**config.mk**
```make
export PLATFORM = sky130hd
export DESIGN_NAME = fm_fault_mgr
export DESIGN_NICKNAME = d
export VERILOG_FILES = /design/src/rtl/fm_pkg.sv /design/src/rtl/fm_slowdata.sv /design/src/rtl/fm_prio.sv /design/src/rtl/fm_fault_mgr.sv
export SDC_FILE = /design/constraint.sdc
export NUM_CORES = 1
export LEC_CHECK = 0
export BUFFER_PORTS_ARGS = -buffer_cell sky130_fd_sc_hd__buf_2
export CAP_MARGIN = 25
export CORE_MARGIN = 8
export CORE_UTILIZATION = 45
export DETAILED_ROUTE_END_ITERATION = 12
export PLACE_DENSITY = 0.75
export SETUP_SLACK_MARGIN = 0.15
export SLEW_MARGIN = 20
export SYNTH_ARGS = -nofsm -noshare
export SYNTH_HDL_FRONTEND = slang
export SYNTH_SLANG_ARGS = --single-unit
```
**constraint.sdc**
```tcl
create_clock -name clk -period 2.55 [get_ports clk]
set_input_delay 0.255 -clock clk [delete_from_list [all_inputs] [get_ports clk]]
set_output_delay 0.255 -clock clk [all_outputs]
set_load 0.05 [all_outputs]
```
**src/rtl/fm_pkg.sv**
```systemverilog
package fm_pkg;
  typedef enum logic [3:0] {
    FC_NONE     = 4'd0,
    FC_WCUR_RD  = 4'd1,
    FC_TA       = 4'd3,
    FC_RD_OPEN  = 4'd4,
    FC_NO_WCUR  = 4'd5,
    FC_LOWFREQ  = 4'd6,
    FC_WR_OPEN  = 4'd7,
    FC_WR_SHORT = 4'd8
  } fcode_t;

  // coded conditions, index order = ascending code
  localparam int NCOND = 7;
  localparam int NRAW  = 9;

  function automatic fcode_t idx2code(input int idx);
    case (idx)
      0:       return FC_WCUR_RD;
      1:       return FC_TA;
      2:       return FC_RD_OPEN;
      3:       return FC_NO_WCUR;
      4:       return FC_LOWFREQ;
      5:       return FC_WR_OPEN;
      default: return FC_WR_SHORT;
    endcase
  endfunction
endpackage

```
**src/rtl/fm_slowdata.sv**
```systemverilog
module fm_slowdata #(
  parameter int CNT_W = 16
) (
  input  logic             clk,
  input  logic             rst_n,
  input  logic             wdata,
  input  logic             run,
  input  logic [CNT_W-1:0] limit,
  output logic             slow
);
  localparam logic [CNT_W-1:0] CNT_MAX = {CNT_W{1'b1}};

  logic             wd_q;
  logic [CNT_W-1:0] cnt_q, cnt_d;
  logic             edge_seen;

  assign edge_seen = wdata ^ wd_q;

  always_comb begin
    cnt_d = cnt_q;
    if (!run || edge_seen)
      cnt_d = '0;
    else if (cnt_q != CNT_MAX)
      cnt_d = cnt_q + 1'b1;
  end

  always_ff @(posedge clk or negedge rst_n) begin
    if (!rst_n) begin
      wd_q  <= 1'b0;
      cnt_q <= '0;
    end else begin
      wd_q  <= wdata;
      cnt_q <= cnt_d;
    end
  end

  assign slow = run && (cnt_q >= limit);
endmodule

```
**src/rtl/fm_prio.sv**
```systemverilog
module fm_prio
  import fm_pkg::*;
(
  input  logic [NCOND-1:0] live,
  output fcode_t           code
);
  always_comb begin
    code = FC_NONE;
    for (int i = NCOND - 1; i >= 0; i--) begin
      if (live[i]) code = idx2code(i);
    end
  end
endmodule

```
**src/rtl/fm_fault_mgr.sv**
```systemverilog
module fm_fault_mgr
  import fm_pkg::*;
#(
  parameter int CNT_W = 16
) (
  input  logic             clk,
  input  logic             rst_n,
  input  logic [8:0]       raw_flags,
  input  logic             wdata,
  input  logic             wr_mode,
  input  logic [2:0]       inhibit,
  input  logic             mode_clr,
  input  logic [CNT_W-1:0] lf_limit,
  output logic             fault_pin,
  output logic [3:0]       fault_code,
  output logic             wr_disable
);
  logic             rd_mode;
  logic             slow;
  logic [NCOND-1:0] live;
  fcode_t           new_code;
  fcode_t           code_q, code_d;
  logic             pin_q, pin_d;
  logic             dis_q, dis_d;
  logic             kill_req;

  assign rd_mode = !wr_mode;

  fm_slowdata #(.CNT_W(CNT_W)) u_slow (
    .clk   (clk),
    .rst_n (rst_n),
    .wdata (wdata),
    .run   (wr_mode && !inhibit[1]),
    .limit (lf_limit),
    .slow  (slow)
  );

  // qualified coded conditions, ascending code order
  always_comb begin
    live[0] = rd_mode && raw_flags[0];
    live[1] = rd_mode && raw_flags[1] && !inhibit[0];
    live[2] = rd_mode && raw_flags[2];
    live[3] = wr_mode && raw_flags[3] && !inhibit[2];
    live[4] = slow;
    live[5] = wr_mode && raw_flags[4];
    live[6] = wr_mode && raw_flags[5];
  end

  fm_prio u_prio (
    .live (live),
    .code (new_code)
  );

  assign kill_req = wr_mode && ((raw_flags[3] && !inhibit[2]) ||
                                raw_flags[6] || raw_flags[7] || raw_flags[8]);

  always_comb begin
    pin_d  = |live;
    dis_d  = kill_req;
    code_d = code_q;
    if (mode_clr)
      code_d = FC_NONE;
    else if (code_q == FC_NONE)
      code_d = new_code;
  end

  always_ff @(posedge clk or negedge rst_n) begin
    if (!rst_n) begin
      code_q <= FC_NONE;
      pin_q  <= 1'b0;
      dis_q  <= 1'b0;
    end else begin
      code_q <= code_d;
      pin_q  <= pin_d;
      dis_q  <= dis_d;
    end
  end

  assign fault_pin  = pin_q;
  assign fault_code = code_q;
  assign wr_disable = dis_q;
endmodule

```
; Word level (Yosys, flattened, before mapping)
; Index checks and enable logic that the tools add are counted.
; Widths: inputs -> output; s select.
[totals]
ff_bits = 23
in_bits = 33
out_inout_bits = 6
word_cells = 45
[classes]
add_sub_neg = 1
order_cmp = 1
n_eq_ne = 1
mux = 11
bitwise = 1
n_reduce_logical = 25
[ops]
columns = operator, n
row1 = $mux 4, 9
row2 = $mux 16, 2
row3 = $add 16x1->16 const B, 1
row4 = $ge 16x16->1, 1
row5 = $ne 16x16->1 const B, 1
row6 = $logic_and 1x1->1, 12
row7 = $reduce_or 7->1, 1
row8 = $logic_not 1->1, 5
row9 = $logic_not 4->1, 1
row10 = $logic_or 1x1->1, 4
row11 = $reduce_bool 2->1, 2
row12 = $xor 1x1->1, 1

; Depth between registers and ports, before layout
; Gate-level depths: netlist of the first run.
[depth]
ltp_word = 10
depth_mapped = 8
ltp_nobuf = 8

; By module
; A second synthesis of the first run with hierarchy kept.
[unflattened]
hier_cells = 189
area_unflattened_um2 = 1715.4
[modules_own_cells]
columns = mod, n_inst, cells_per_inst, area_per_inst_um2, seq_area_each_um2
row1 = fm_slowdata, 1, 147, 1337.5, 425.4
row2 = fm_fault_mgr, 1, 31, 319.1, 150.1
row3 = fm_prio, 1, 11, 58.8, 0.0

; Worst setup path before layout of the first run
; Ideal clock, no wire load.
[synth_timing]
path_type = flip-flop to flip-flop
from = register u_slow.cnt_q[2]
to = register code_q[0], in the netlist fault_code[0]
setup_ps = 80
arrival_time_ps = 1712
t_required_ps = 2470
path_slack_ps = 758
path_stages_with_launch = 8
path_buffers = 0
synth_period_minus_slack_ps = 1792
path_cell_list = dfrtp_1 > ha_1 > a211o_1 > a31oi_1 > o311a_1 > o21ai_2 > o211a_1 > nor3_2
[synth_between]
elab_chain_len = 9
[synth_lines]
columns = item, line_no
row1 = "start, declared", fm_slowdata.sv:14  ; logic [CNT_W-1:0] cnt_q, cnt_d;
row2 = "start signal, assigned", fm_slowdata.sv:33  ; cnt_q <= cnt_d;
row3 = $ge 16x16->1, fm_slowdata.sv:37  ; assign slow = run && (cnt_q >= limit);
row4 = $logic_and 1x1->1, fm_slowdata.sv:37
row5 = $mux 4 (5 in series), fm_prio.sv:10  ; if (live[i]) code = idx2code(i);
row6 = $mux 4, fm_fault_mgr.sv:63  ; else if (code_q == FC_NONE)
row7 = $mux 4, fm_fault_mgr.sv:61  ; if (mode_clr)
row8 = "end signal, assigned", fm_fault_mgr.sv:73  ; code_q <= code_d;
row9 = "end, declared", fm_fault_mgr.sv:22  ; fcode_t code_q, code_d;
; Every way passes these cells. The select of a mux whose other input is x is not followed.
; A chain may end at the register's enable or synchronous reset.

; Worst setup path after layout of the first run
; Ends and elaborated chain as after synthesis.

==> results of run 1 <==
## what timing repair did
item | 4_1_cts | 5_1_grt
hold buffers | 1 | 0
setup endpoints to repair | 0 | 0
hold endpoints to repair | 23 | 0
## power groups by stage
stage | Sequential (mW) | Combinational (mW) | Clock [mW]
floorplan | 0.428 | 0.0634 | 0
global placement | 0.393 | 0.152 | 0
detailed placement | 0.393 | 0.154 | 0
CTS | 0.386 | 0.156 | 0.177
global route | 0.389 | 0.172 | 0.189
finish | 0.386 | 0.154 | 0.172
## layout by cell type (no fill, tap or decap), drive strengths merged, types with 2 or more instances in the layout
cell type	instances
a311oi	2
nand2	13
a21o	2
xnor2	4
clkbuf	3
and2	2
buf	38
nor2b	2
nand3	10
nand4	5
dfrtp	23
and4	3
nor3	3
nor2	21
o211ai	2
inv	19
o21ai	5
and3	2
a21oi	12
a31oi	4
xor2	7
ha	17
## per-layer routing
metal | track usage [%] | share of wire (%)
met1 | 15.26 | 45
met2 | 21.02 | 49
met3 | 2.530 | 4.4
met4 | 5.000 | 0.86
met5 | 0 | 0
## area by class of cell
class | instances | area [um2]
timing repair buffer | 39 | 200.2
inverter | 19 | 71.32
fill | 319 | 1504
sequential | 23 | 575.6
clock inverter | 1 | 5.005
tap | 46 | 57.56
multi-input combinational | 128 | 900.9
clock buffer | 3 | 22.52
## state kept, by name (all words and copies together), names as in the netlist
signal and cells:
wr_disable 1, u_slow.wd_q 1, u_slow.cnt_q 16, fault_code 4, fault_pin 1
## logic make-up (layout without fill, tap and decap cells)
logic type,count (synthesis),after routing
AOI/OAI and AO/OA,35,35
xor gates and xnor gates,11,11
adders and majority gates,17,17
buffers and inverters,21,62
DFF,23,23
muxes,1,1
and+or+nand+nor,64,64
## worst max path at each step
stage          slack, ps  depth (start not counted)                         to
5_1_grt              420                          7  fault_code[0]$_DFFE_PN0P_
3_5_place_dp         590                          7  fault_code[0]$_DFFE_PN0P_
6_report             550                          7  fault_code[0]$_DFFE_PN0P_
4_1_cts              550                          7  fault_code[0]$_DFFE_PN0P_
3_3_place_gp         600                          7  fault_code[0]$_DFFE_PN0P_
2_1_floorplan        760                          7  fault_code[0]$_DFFE_PN0P_
==> impl_metrics.json, run 1 <==
{
  "hpwl_um": 2642,
  "synth_compound_area_share_pct": 15.44,
  "insertion_delay_ps": 310,
  "synth_common_cells": "dfrtp_1, nor2_1, inv_1, ha_1, nand2_1",
  "path_buf_inv": 0,
  "drive_above_1_share_pct": 24.88,
  "setup_tns_ps": 0,
  "hold_start": "wdata",
  "overflow": 0,
  "p_switching_uw": 221.5,
  "setup_viol": 0,
  "ys_types": 40,
  "yosysWarnings": 0,
  "ys_ff_latch": 23,
  "pre_cts_slack_ps": 592.8,
  "start_util_pct": 46.87,
  "finalHoldViolCount": 0,
  "worstSetupStartpointType": "register",
  "wl_per_cell_um": 12.60,
  "endpoint_kind": "register",
  "stdcell_count": 259,
  "syn_to_final_growth_pct": 17.20,
  "clkSinkCount": 23,
  "wirelength_um": 3264,
  "io_buffer_count": 38,
  "max_slew_margin_pct": 49.98,
  "skew_ps": 9.416,
  "grt_pass1_vias": 1360,
  "antenna_found_initial": 0,
  "core_um2": 3337,
  "ys.flop_type": "dfrtp_1",
  "dr_total_vias": 1338,
  "nets": 264,
  "status": "complete, no violations",
  "yosysTopAreaCell": "dfrtp_1",
  "rows": 21,
  "power_frac_seq_pct": 54.3,
  "swShare_pct": 31.12,
  "setup_slack_ps": 548.9,
  "avgViaCountPerCell": 5.166,
  "post_cts_resized": 0,
  "critical_path.top_delay_family": "compound AO/OA/AOI/OAI gates",
  "cts_buffer_depth": 2,
  "grt_pass1_wl_um": 5644,
  "ant_nets": 0,
  "diodes": 0,
  "synthesis.nets": 222,
  "final_util_pct": 54.93,
  "hold_end": "u_slow.wd_q$_DFF_PN0_",
  "async_flop_share_pct": 100.0,
  "drtPass1Iterations": 4,
  "slowest_delay_ps": 460,
  "min_period_ps": 2001,
  "design_area_um2": 1833,
  "yosys.cell_count.top_type": "dfrtp_1",
  "syn_inst": 172,
  "synth_xor_area_share_pct": 6.160,
  "cts_setup_buffers": 0,
  "place_area_um2": 1795,
  "clk_pin_slew_ps": 130,
  "finalWeightedCongestion": 0.9116,
  "critical_path.startpoint": "u_slow.cnt_q[2]$_DFFE_PN0P_",
  "synth_top_family_by_area": "simple AND/OR/NAND/NOR gates",
  "synthSimpleGateAreaFrac_pct": 21.76,
  "p_leak_nw": 0.9559,
  "power.density_nw_per_um2": 388.3,
  "criticalPathCategory": "reg2reg",
  "grt_max_degree": 24,
  "maxCapViolations": 0,
  "ys_seq_area_share_pct": 36.80,
  "r2r_end": "fault_code[0]$_DFFE_PN0P_",
  "hold_depth": 1,
  "final_max_slew_viol_count": 0,
  "rr_startpoint": "u_slow.cnt_q[2]$_DFFE_PN0P_",
  "die_h_um": 74.96,
  "comb_power_share_pct": 21.6,
  "r2r_slack_ps": 550,
  "cts_tree": "built",
  "die_w_um": 74.96,
  "cp_data_required_time_ps": 2790,
  "cts-buffers-inserted": 3,
  "vdd_drop_max_uv": 249.2,
  "yosys-top-cells-area": "dfrtp_1, ha_1, nor2_1, inv_1, xor2_1",
  "crit_path_max_fanout": 6,
  "max_freq_ghz": 0.4997,
  "drt_iter0_drc": 32,
  "rsz0062_at_grt": "false",
  "holdWs_ps": 57.77,
  "worstMarginPinSlew_ps": 743.4,
  "dp.cells": 254,
  "arrival_ps": 2240,
  "drc": 0,
  "synth_mux_area_share_pct": 0.6400,
  "reg2regPathDepth": 7,
  "p_clk_share_pct": 24.1,
  "postSynthAreaPerCell_um2": 9.093,
  "cpMaxStageDelayCell": "dfrtp_1",
  "p_total_uw": 711.7,
  "io_pins": 39,
  "cts-root-buf": "clkbuf_4",
  "timing.final.crit_share_pct": 78.47,
  "synthAdderAreaFrac_pct": 13.60,
  "dieArea_um2": 5618,
  "synth_top_cell_area_share_pct": 36.80,
  "synth_edf_count": 0,
  "cts_htree_levels": 1,
  "grtUsageTotal_pct": 12.55,
  "worstPathCellList": "ha_1, a211o_1, a31oi_1, o311a_1, o21ai_2, o211a_1, nor3_2",
  "hold_class": "in2reg",
  "p_int_uw": 490.2,
  "syn_area_um2": 1564
}
No activity file was read; power rests on OpenSTA's default activity.
==> run 2: changes to the inputs <==
Clock period 2.55 ns to 2.1 ns, I/O delays scaled along.
==> run 2 against run 1 <==
Worst hold slack better by 20 ps. Maximum frequency up 5.3%. First-iteration DRC count rose to 3.2 times the previous value. Sequential power up 22%. Non-clock buffer count up 12. Final cell count up 4.6%. Sequential cell count unchanged. Design area up 6.1%. Routed wire length up 12%. Critical path type unchanged. Highest routed layer unchanged.
==> impl_metrics.json, run 2 (synthesis results as in run 1) <==
{
  "status": "complete, no violations",
  "diodes": 0,
  "p_switching_uw": 276.4,
  "setup_slack_ps": 199.7,
  "wl_per_cell_um": 13.46,
  "antenna_found_initial": 0,
  "hpwl_um": 2790,
  "critical_path.top_delay_family": "compound AO/OA/AOI/OAI gates",
  "regMostFlops": "u_slow.cnt_q",
  "comb_power_share_pct": 23.1,
  "power_frac_seq_pct": 52.8,
  "overflow": 0,
  "worstPathCellList": "ha_4, a211o_1, a31oi_1, o311a_1, o21ai_2, o211a_1, nor3_2",
  "setup_viol": 0,
  "grt_pass1_wl_um": 6030,
  "die_h_um": 74.96,
  "wl_met1_um": 1611,
  "cts_htree_levels": 1,
  "maxCapViolations": 0,
  "path_buf_inv": 0,
  "power.density_nw_per_um2": 456.2,
  "crit_path_max_fanout": 4,
  "routed.top_layer": "met4",
  "finalWeightedCongestion": 0.8909,
  "drtPass1Iterations": 4,
  "start_util_pct": 46.87,
  "rr_startpoint": "u_slow.cnt_q[2]$_DFFE_PN0P_",
  "grtUsageTotal_pct": 13.54,
  "max_slew_margin_pct": 65.13,
  "grt_max_degree": 24,
  "syn_to_final_growth_pct": 24.40,
  "holdWs_ps": 77.29,
  "vdd_drop_max_uv": 344.2,
  "rows": 21,
  "p_total_uw": 887.6,
  "detailroute.wirelength.met2_um": 1800,
  "final_common_cell": "buf_2",
  "dr_total_vias": 1425,
  "path_depth": 7,
  "final_max_slew_viol_count": 0,
  "timing.final.crit_share_pct": 90.49,
  "cp_data_required_time_ps": 2360,
  "fillers": 324,
  "r2r_slack_ps": 200,
  "cts_buffer_depth": 2,
  "skew_ps": 3.618,
  "avgViaCountPerCell": 5.258,
  "worstSetupStartpointType": "register",
  "insertion_delay_ps": 320,
  "hold_class": "in2reg",
  "slowest_delay_ps": 450,
  "wirelength_um": 3649,
  "swShare_pct": 31.14,
  "cts_tree": "built",
  "p_leak_nw": 1.013,
  "r2r_end": "fault_code[0]$_DFFE_PN0P_",
  "dieArea_um2": 5618,
  "io_buffer_count": 38,
  "max_freq_ghz": 0.5262,
  "io_pins": 39,
  "cts-root-buf": "clkbuf_4",
  "cpMaxStageDelayCell": "dfrtp_1",
  "worstSetupEndpoint": "fault_code[0]$_DFFE_PN0P_",
  "clkSinkCount": 23,
  "largest_reg_flops": 16,
  "drive_above_1_share_pct": 29.78,
  "finalHoldViolCount": 0,
  "criticalPathCategory": "reg2reg",
  "die_w_um": 74.96,
  "p_clk_share_pct": 24.1,
  "reg2regPathDepth": 7,
  "rsz0062_at_grt": "false",
  "setup_tns_ps": 0,
  "core_um2": 3337,
  "drc": 0,
  "grt_pass1_vias": 1479,
  "pre_cts_slack_ps": 140.6,
  "wl_met3_um": 176,
  "critical_path.startpoint": "u_slow.cnt_q[2]$_DFFE_PN0P_",
  "min_period_ps": 1900,
  "drt_iter0_drc": 101,
  "clk_pin_slew_ps": 120,
  "worstMarginPinSlew_ps": 523.0,
  "arrival_ps": 2160,
  "nets": 276,
  "endpoint_kind": "register",
  "most-common-layout-cells": "buf_2, nor2_1, dfrtp_1",
  "p_int_uw": 611.2,
  "cts-buffers-inserted": 3,
  "ant_nets": 0
}
## run 2: cell types whose count changed in the layout (fill, tap and decap cells not counted)
cell,delta
clkinv_2,-1
buf_4,+11
ha_4,+1
a221oi_1,-1
a221oi_2,+1
dfrtp_2,+2
ha_1,-1
clkbuf_1,+1
dfrtp_1,-2
dlygate4sd3_1,+1
## run 2: worst register-to-register path, delay by kind of cell (launching register included)
kind                     cells  cell delay (ps)
AO/OA/AOI/OAI                5             1030
adder cells (fa/ha/maj)      1              230
flip-flops                   1              450
AND/OR/NAND/NOR              1              140
## run 2: power by group through the flow
| stage | clock network (mW) | registers [mW] | logic [mW] |
|---|---|---|---|
| floorplan | 0 | 0.520 | 0.0770 |
| global placement | 0 | 0.477 | 0.197 |
| detailed placement | 0 | 0.477 | 0.199 |
| CTS | 0.224 | 0.469 | 0.201 |
| global route | 0.248 | 0.472 | 0.226 |
| finish | 0.214 | 0.469 | 0.205 |
## run 2: timing repair
item	CTS	global route
setup endpoints to repair	2	3
hold endpoints to repair	23	1
hold buffers	1	1
resized for setup	1	3
pin swaps	0	5
buffers inserted	1	6
## run 2: per-stage QoR
step | utilization [%] | instances | cell area (um2)
after global placement | 54.71 | 258 | 1826
after detailed placement | 54.71 | 258 | 1826
after global routing | 58.31 | 271 | 1946
after floorplan | - | 172 | 1564
after CTS | 56.06 | 264 | 1871
final | 58.31 | 271 | 1946
## run 2: how the worst min path moves through the flow
stage,from,end,cells past startpoint,slack [ps]
after floorplan,rst_n,fault_code[0]$_DFFE_PN0P_,0,-90
after global placement,rst_n,u_slow.cnt_q[7]$_DFFE_PN0P_,1,220
after detailed placement,rst_n,u_slow.cnt_q[8]$_DFFE_PN0P_,1,220
after CTS,wdata,u_slow.wd_q$_DFF_PN0_,1,0.6
after global routing,mode_clr,fault_code[0]$_DFFE_PN0P_,2,50
final,mode_clr,fault_code[0]$_DFFE_PN0P_,2,80
## run 2: area by class of cell
type	count	area (um2)	area share, %
multi-input cells	128	919.6	47.27
flip-flops and latches	23	578.1	29.71
inverters	19	71.32	3.666
well taps	46	57.56	2.958
repair buffers	51	292.8	15.05
clock buffers	4	26.28	1.350
## run 2: per-layer routing
metal	up-vias	GRT usage (%)
met3	9	3.196
met5	-	0
met2	31	22.94
met1	665	16.26
li1	720	-
met4	0	4.565
==> run 3: changes to the inputs <==
Settings changed: REMOVE_ABC_BUFFERS set to 1.
==> run 3 against run 2 <==
Sequential cell count unchanged. Maximum frequency up 1.2%. Via count down 2.6%. Count of clock-buffer cells in the layout unchanged. Design area up 0.39%. Clock power down 4%. Combinational power down 2%. Clock skew down 1.5 ps. Total power down 1.6%. Worst hold slack better by 21 ps. Die area unchanged. Routed wire length down 4.8%. Critical endpoint unchanged. Largest cell class unchanged. Highest routed layer unchanged.
==> impl_metrics.json, run 3 (synthesis results as in run 1) <==
{
  "multi_input_area_um2": 950.9,
  "overflow": 0,
  "crit_path_max_fanout": 5,
  "grt_pass1_vias": 1360,
  "min_period_ps": 1877,
  "cts_tree": "built",
  "swShare_pct": 30.79,
  "grt_pass1_wl_um": 5934,
  "comb_power_share_pct": 22.9,
  "finalWeightedCongestion": 0.7767,
  "final_common_cell": "buf_2",
  "setup_tns_ps": 0,
  "syn_to_final_growth_pct": 24.88,
  "criticalPathCategory": "reg2reg",
  "critical_path.startpoint": "u_slow.cnt_q[12]$_DFFE_PN0P_",
  "clk_pin_slew_ps": 120,
  "maxCapViolations": 0,
  "ant_nets": 0,
  "p_switching_uw": 269.0,
  "p_total_uw": 873.6,
  "core_um2": 3337,
  "vdd_drop_max_uv": 378.4,
  "wl_per_cell_um": 12.97,
  "worstPathCellList": "ha_1, and4_1, a221oi_2, o21ai_4, o211a_1, nor3_2",
  "regMostFlops": "u_slow.cnt_q",
  "drt_iter0_drc": 34,
  "drtPass1Iterations": 4,
  "io_buffer_count": 38,
  "arrival_ps": 2120,
  "regArea_um2": 576.8,
  "timing.final.crit_share_pct": 89.38,
  "cts-root-buf": "clkbuf_4",
  "power_frac_seq_pct": 53.7,
  "start_util_pct": 46.87,
  "skew_ps": 2.127,
  "clkSinkCount": 23,
  "hold_class": "in2reg",
  "status": "complete, no violations",
  "critical_path.top_delay_family": "compound AO/OA/AOI/OAI gates",
  "die_h_um": 74.96,
  "fillers": 321,
  "setup_viol": 0,
  "nets": 273,
  "wirelength_um": 3475,
  "path_buf_inv": 0,
  "worstSetupStartpointType": "register",
  "rr_startpoint": "u_slow.cnt_q[12]$_DFFE_PN0P_",
  "cpMaxStageDelayCell": "dfrtp_1",
  "hold_start": "mode_clr",
  "dieArea_um2": 5618,
  "max_slew_margin_pct": 51.90,
  "avgViaCountPerCell": 5.179,
  "grt_max_degree": 24,
  "slowest_delay_ps": 460,
  "largest_reg_flops": 16,
  "cts_buffer_depth": 2,
  "diodes": 0,
  "drc": 0,
  "most-common-layout-cells": "buf_2, dfrtp_1, nor2_1",
  "die_w_um": 74.96,
  "place_area_um2": 1818,
  "final_max_slew_viol_count": 0,
  "insertion_delay_ps": 310,
  "rsz0062_at_grt": "true",
  "hpwl_um": 2687,
  "endpoint_kind": "register",
  "cp_data_required_time_ps": 2350,
  "rows": 21,
  "design_area_um2": 1953,
  "antenna_found_initial": 0,
  "worstMarginPinSlew_ps": 714.9,
  "finalHoldViolCount": 0,
  "dr_total_vias": 1388,
  "p_int_uw": 604.6,
  "cts-buffers-inserted": 3,
  "p_clk_share_pct": 23.4,
  "power.density_nw_per_um2": 447.3,
  "cts_htree_levels": 1,
  "stdcell_count": 268,
  "io_pins": 39,
  "dp.cells": 257,
  "grtUsageTotal_pct": 13.35,
  "max_freq_ghz": 0.5328,
  "drive_above_1_share_pct": 31.08,
  "p_leak_nw": 1.005
}
run 3: final timing paths:
kind,slack [ps],endpoint,cells past startpoint
worst max-delay path,220,fault_code[0]$_DFFE_PN0P_,6
worst min-delay path,100,fault_code[1]$_DFFE_PN0P_,2
worst max register to register,220,fault_code[0]$_DFFE_PN0P_,6
worst min register to register,570,fault_code[3]$_DFFE_PN0P_,1
max in group asynchronous,1330,u_slow.cnt_q[5]$_DFFE_PN0P_,2
min in group asynchronous,390,u_slow.cnt_q[6]$_DFFE_PN0P_,2
run 3: metrics by stage:
step	hold slack [ps]	worst slack, ps	utilization [%]
6_report	98.62	223.0	58.53
5_1_grt	74.86	122.5	58.53
4_1_cts	10.49	155.1	56.21
3_5_place_dp	222.4	138.6	54.48
3_3_place_gp	218.7	168.7	54.48
2_1_floorplan	-85.59	307.9	-
run 3: cell type report:
cell class,count,area share [%]
clock buffers,4,1.345
inverters,19,3.652
multi-input cells,128,48.69
flip-flops and latches,23,29.53
well taps,46,2.947
repair buffers,48,13.84
run 3: timing repair:
| action | CTS | global route |
|---|---|---|
| setup buffers | 1 | 4 |
| endpoints found under the hold margin | 23 | 1 |
| resized for setup | 3 | 8 |
| hold buffers | 1 | 1 |
| pin swaps | 0 | 8 |
| endpoints found under the setup margin | 2 | 5 |
run 3: routing by layer:
metal	global-route usage [%]	up-vias	wire length (um)
met2	21.11	26	1669
li1	-	710	-
met1	17.63	648	1628
met4	4.130	0	25
met3	2.796	4	152
met5	0	-	0
run 3: power by group through the flow:
stage | Sequential, mW | Clock [mW] | Combinational [mW]
2_1_floorplan | 0.520 | 0 | 0.0726
3_3_place_gp | 0.477 | 0 | 0.187
3_5_place_dp | 0.478 | 0 | 0.189
4_1_cts | 0.469 | 0.216 | 0.195
5_1_grt | 0.470 | 0.234 | 0.224
6_report | 0.469 | 0.205 | 0.200
run 3: worst reg2reg max path: cells and delay by family, from the launching register on:
kind                       cells  cell delay [ps]
and+or+nand+nor                2              340
adders and majority gates      1              290
DFF                            1              460
AOI/OAI and AO/OA              3              720
